### src/rtl/alu8_pkg.sv
package alu8_pkg;
  localparam int DW = 8;          // data width
  localparam int NW = DW / 2;     // nibble width for half carry
  localparam int FW = 4;          // flag nibble width
  localparam int FZ = 3;
  localparam int FN = 2;
  localparam int FH = 1;
  localparam int FC = 0;

  typedef enum logic [2:0] {
    OP_ADD, OP_ADC, OP_SUB, OP_SBC, OP_AND, OP_XOR, OP_OR, OP_CP
  } pair_op_e;

  typedef enum logic [2:0] {
    AC_RSV0, AC_RSV1, AC_RSV2, AC_RSV3, AC_DAA, AC_CPL, AC_SCF, AC_CCF
  } acc_op_e;
endpackage

### src/rtl/alu8_addsub.sv
module alu8_addsub
  import alu8_pkg::*;
(
  input  logic [DW-1:0] a,
  input  logic [DW-1:0] b,
  input  logic          cin,
  input  logic          sub,
  output logic [DW-1:0] res,
  output logic          half,
  output logic          carry
);
  logic [NW:0] lo;
  logic [DW:0] full;

  always_comb begin
    if (!sub) begin
      lo   = {1'b0, a[NW-1:0]} + {1'b0, b[NW-1:0]} + {{NW{1'b0}}, cin};
      full = {1'b0, a} + {1'b0, b} + {{DW{1'b0}}, cin};
    end else begin
      lo   = {1'b0, a[NW-1:0]} - {1'b0, b[NW-1:0]} - {{NW{1'b0}}, cin};
      full = {1'b0, a} - {1'b0, b} - {{DW{1'b0}}, cin};
    end
  end

  assign res   = full[DW-1:0];
  assign half  = lo[NW];
  assign carry = full[DW];
endmodule

### src/rtl/alu8_logic.sv
module alu8_logic
  import alu8_pkg::*;
(
  input  pair_op_e      op,
  input  logic [DW-1:0] a,
  input  logic [DW-1:0] b,
  output logic [DW-1:0] res
);
  always_comb begin
    unique case (op)
      OP_AND:  res = a & b;
      OP_XOR:  res = a ^ b;
      default: res = a | b;
    endcase
  end
endmodule

### src/rtl/alu8_adjust.sv
module alu8_adjust
  import alu8_pkg::*;
(
  input  logic [DW-1:0] a,
  input  logic          n_in,
  input  logic          h_in,
  input  logic          c_in,
  output logic [DW-1:0] res,
  output logic          c_out
);
  localparam logic [NW-1:0] FIX = NW'(6);
  localparam logic [NW-1:0] LIM = NW'(9);
  localparam logic [DW-1:0] HI_LIM = {LIM, LIM};

  logic          lo_fix;
  logic          hi_fix;
  logic [DW-1:0] corr;

  always_comb begin
    if (!n_in) begin
      hi_fix = c_in | (a > HI_LIM);
      lo_fix = h_in | (a[NW-1:0] > LIM);
    end else begin
      hi_fix = c_in;
      lo_fix = h_in;
    end
    corr  = {(hi_fix ? FIX : '0), (lo_fix ? FIX : '0)};
    res   = n_in ? (a - corr) : (a + corr);
    c_out = hi_fix;
  end
endmodule

### src/rtl/alu8_core.sv
module alu8_core
  import alu8_pkg::*;
(
  input  logic          acc_cls,
  input  logic [2:0]    op_code,
  input  logic [DW-1:0] acc_in,
  input  logic [DW-1:0] opnd_in,
  input  logic [FW-1:0] flags_in,
  output logic [DW-1:0] res_out,
  output logic [FW-1:0] flags_out,
  output logic          acc_we
);
  pair_op_e      pop;
  acc_op_e       aop;
  logic          as_sub;
  logic          as_cin;
  logic [DW-1:0] as_res;
  logic          as_h;
  logic          as_c;
  logic [DW-1:0] lg_res;
  logic [DW-1:0] da_res;
  logic          da_c;

  assign pop    = pair_op_e'(op_code);
  assign aop    = acc_op_e'(op_code);
  assign as_sub = (pop == OP_SUB) || (pop == OP_SBC) || (pop == OP_CP);
  assign as_cin = ((pop == OP_ADC) || (pop == OP_SBC)) && flags_in[FC];

  alu8_addsub u_addsub (
    .a(acc_in), .b(opnd_in), .cin(as_cin), .sub(as_sub),
    .res(as_res), .half(as_h), .carry(as_c)
  );

  alu8_logic u_logic (
    .op(pop), .a(acc_in), .b(opnd_in), .res(lg_res)
  );

  alu8_adjust u_adjust (
    .a(acc_in), .n_in(flags_in[FN]), .h_in(flags_in[FH]), .c_in(flags_in[FC]),
    .res(da_res), .c_out(da_c)
  );

  always_comb begin
    res_out   = acc_in;
    flags_out = flags_in;
    acc_we    = 1'b0;
    if (!acc_cls) begin
      unique case (pop)
        OP_ADD, OP_ADC: begin
          res_out   = as_res;
          flags_out = {as_res == '0, 1'b0, as_h, as_c};
          acc_we    = 1'b1;
        end
        OP_SUB, OP_SBC: begin
          res_out   = as_res;
          flags_out = {as_res == '0, 1'b1, as_h, as_c};
          acc_we    = 1'b1;
        end
        OP_CP: begin
          flags_out = {as_res == '0, 1'b1, as_h, as_c};
        end
        OP_AND: begin
          res_out   = lg_res;
          flags_out = {lg_res == '0, 1'b0, 1'b1, 1'b0};
          acc_we    = 1'b1;
        end
        default: begin
          res_out   = lg_res;
          flags_out = {lg_res == '0, 3'b000};
          acc_we    = 1'b1;
        end
      endcase
    end else begin
      unique case (aop)
        AC_DAA: begin
          res_out   = da_res;
          flags_out = {da_res == '0, flags_in[FN], 1'b0, da_c};
          acc_we    = 1'b1;
        end
        AC_CPL: begin
          res_out   = ~acc_in;
          flags_out = {flags_in[FZ], 1'b1, 1'b1, flags_in[FC]};
          acc_we    = 1'b1;
        end
        AC_SCF: flags_out = {flags_in[FZ], 1'b0, 1'b0, 1'b1};
        AC_CCF: flags_out = {flags_in[FZ], 1'b0, 1'b0, ~flags_in[FC]};
        default: ;
      endcase
    end
  end
endmodule

### config.mk
export PLATFORM = sky130hd
export DESIGN_NAME = alu8_core
export DESIGN_NICKNAME = d
export VERILOG_FILES = /design/src/rtl/alu8_pkg.sv /design/src/rtl/alu8_addsub.sv /design/src/rtl/alu8_logic.sv /design/src/rtl/alu8_adjust.sv /design/src/rtl/alu8_core.sv
export SDC_FILE = /design/constraint.sdc
export NUM_CORES = 1
export LEC_CHECK = 0
export BUFFER_PORTS_ARGS = -buffer_cell sky130_fd_sc_hd__buf_2
export CAP_MARGIN = 20
export CELL_PAD_IN_SITES_DETAIL_PLACEMENT = 0
export CELL_PAD_IN_SITES_GLOBAL_PLACEMENT = 1
export CORE_MARGIN = 2
export CORE_UTILIZATION = 39
export DETAILED_ROUTE_END_ITERATION = 10
export MAX_ROUTING_LAYER = met4
export PLACE_DENSITY = 0.88
export SYNTH_ARGS = -nofsm -noshare
export SYNTH_HDL_FRONTEND = slang
export SYNTH_SLANG_ARGS = --single-unit
export TNS_END_PERCENT = 100
### constraint.sdc
create_clock -name vclk -period 4.7
set_input_delay 0.94 -clock vclk [all_inputs]
set_output_delay 0.94 -clock vclk [all_outputs]
set_load 0.005 [all_outputs]
==> results.cfg <==
[final_layout]
syn2layout_area_growth_pct = 14.1
final_common_cell = ha_1
antenna_cells = 0
ff_latch_area_um2 = 0
nClkBuffers = 0
multi_input_area_um2 = 1930
fin_cells = 414
fin_nets = 413
drive_above_1_share = 0.160
nFlopsAndLatches = 0
post-route-util = 0.467
final_cell_mix = ha_1 (39), buf_2 (37), nand2_1 (33)
fill_cells = 534

[job]
drv_cap = 0

[synth]
synthXorXnorAreaFrac = 0.0910
synth_cell_types = 50
synthCells = 310
synthSimpleGateAreaFrac = 0.199
synth_top_family_by_area = compound AO/OA/AOI/OAI gates
synthAdderAreaFrac = 0.268
syn_area_um2 = 2120
yosysSeqAreaShare = 0
yosys_warnings = 0
synth_compound_area_frac = 0.298
synth_mux_area_frac = 0.0532
synthesis.nets = 377
synth_area_per_cell_um2 = 6.83

[timing]
tightest_slew_ns = 0.720
hold_violations = 0
setup_violations = 0
drv_slew = 0
maxSlewHeadroom = 0.520
finalSetupTns_ns = 0
period_share = 0.940
maxClockFrequency_ghz = 0.226
period_minus_slack_ns = 4.42
rsz0062_at_grt = false

[floorplanning]
fp.dieH_um = 77.7
fp.dieW_um = 77.7
ios = 37
core_um2 = 5170
die_area_um2 = 6030
start_util = 0.409
rows = 26

[setup_path]
worstSetupStartpointType = input port
crit_required_ns = 3.76
critPathMaxFanout = 5
critPathKind = input port to output pin
cp_data_arrival_time_ns = 3.48
critPathCaptureType = output pin

[outcome]
outcome = finished, final reports clean

[route]
wl_um = 6210
routed_via_density = 5.50
ant_nets = 0
via_count = 2279
dr.pass1.iters = 4
drcViolationCount = 0
wl_per_cell_um = 15.0
drtIter0Drc = 171

[power]
p_comb_frac = 1.000
p_per_area_nw_per_um2 = 131
seqPwrFrac = 0
p_leak_nw = 1.20
p_clk_frac = 0
ir_worst_vdd_mv = 0.0379
p_switching_mw = 0.182
power.total_mw = 0.317
intPower_mw = 0.135
swShare = 0.575

[global_routing]
grt_first_pass_wirelength_um = 10500
grt_start_max_net_pins = 39
track_usage = 0.214
gr-total-overflow = 0
grt_pass1_vias = 2158
antenna_found_initial = 0

[placed_design]
dp_hpwl_um = 5090
gp_congestion = 0.990
dpl.cell_count = 414
portBuffers = 37

[clock_network]
holdBufCountCts = 0

[worst_hold_path]
hold_class = input port to output pin
## timing repair
action                                 in CTS  in global routing
buffers inserted                            0                  0
gates resized for setup                     0                  2
endpoints found under the hold margin       0                  0
setup endpoints to repair                   0                  1
## per-layer routing
| metal | routed length [µm] | global-route usage |
|---|---|---|
| met5 | 0 | - |
| met4 | 129 | 0.0375 |
| met3 | 262 | 0.00465 |
| met2 | 2870 | 0.368 |
| met1 | 2950 | 0.284 |
## cells in the mapped netlist (2+ instances only)
master    count  area (µm²)
nand4_1       2        12.5
o211ai_1     11        82.6
mux2i_1       9        90.1
buf_2         5        25.0
nand3_1       5        25.0
a22o_1        2        17.5
mux2_2        2        22.5
nor2_1       22        82.6
a31oi_1       3        18.8
a211o_1       2        17.5
a221oi_1      2        17.5
a21oi_1      23         115
o21a_1        2        15.0
nor2b_1      11        68.8
clkbuf_1      8        30.0
nor3_1        4        20.0
nand2_1      33         124
a21o_1        3        22.5
and3_1        4        25.0
xor2_1       12         105
and2_1        2        12.5
inv_1        30         113
o31ai_1       2        15.0
nand2b_1      2        12.5
nor4_1        2        12.5
fa_1          4        80.1
a211oi_1      9        67.6
o21ai_0      25         125
xnor2_1      10        87.6
ha_1         39         488
## area by class of cell
class              instances  share of cell area
repair buffers            49               0.114
well taps                 70              0.0363
multi-input cells        263               0.800
inverters                 32              0.0497
## power groups by stage
stage / clock network [mW] / registers (mW) / logic (mW)
final: 0 / 0 / 0.317
after global routing: 0 / 0 / 0.356
after CTS: 0 / 0 / 0.314
after detailed placement: 0 / 0 / 0.311
after global placement: 0 / 0 / 0.308
after floorplan: 0 / 0 / 0.219
## per-stage QoR
step	area (µm²)	hold slack, ns	worst slack [ns]
3_3_place_gp	2410	2.29	0.209
6_report	2420	2.25	0.281
2_1_floorplan	2120	2.03	0.0751
5_1_grt	2420	2.29	0.00760
3_5_place_dp	2410	2.25	0.203
4_1_cts	2410	2.25	0.201
## worst paths after layout
path        start            to  slack (ns)  cells after the start
min   flags_in[3]  flags_out[3]        2.25                      4
max     acc_in[2]  flags_out[3]        0.28                     13
## logic make-up (layout without fill, tap and decap cells)
family | Yosys count | count (layout)
AOI/OAI and AO/OA | 97 | 97
xor gates and xnor gates | 22 | 22
adders and majority gates | 43 | 43
buffers and inverters | 47 | 81
muxes | 11 | 11
and+or+nand+nor | 90 | 90
## critical path, cell delays in order
cell and delay (ns):
buf_2 0.14, o21ai_1 0.24, o211ai_1 0.11, a31oi_1 0.29, ha_1 0.29, nand2_1 0.06, o21ai_0 0.08, ha_1 0.32
xnor2_1 0.17, nor4bb_1 0.36, nand3_1 0.14, a32oi_1 0.20, buf_2 0.14
Power figures use the tool's default switching activity.
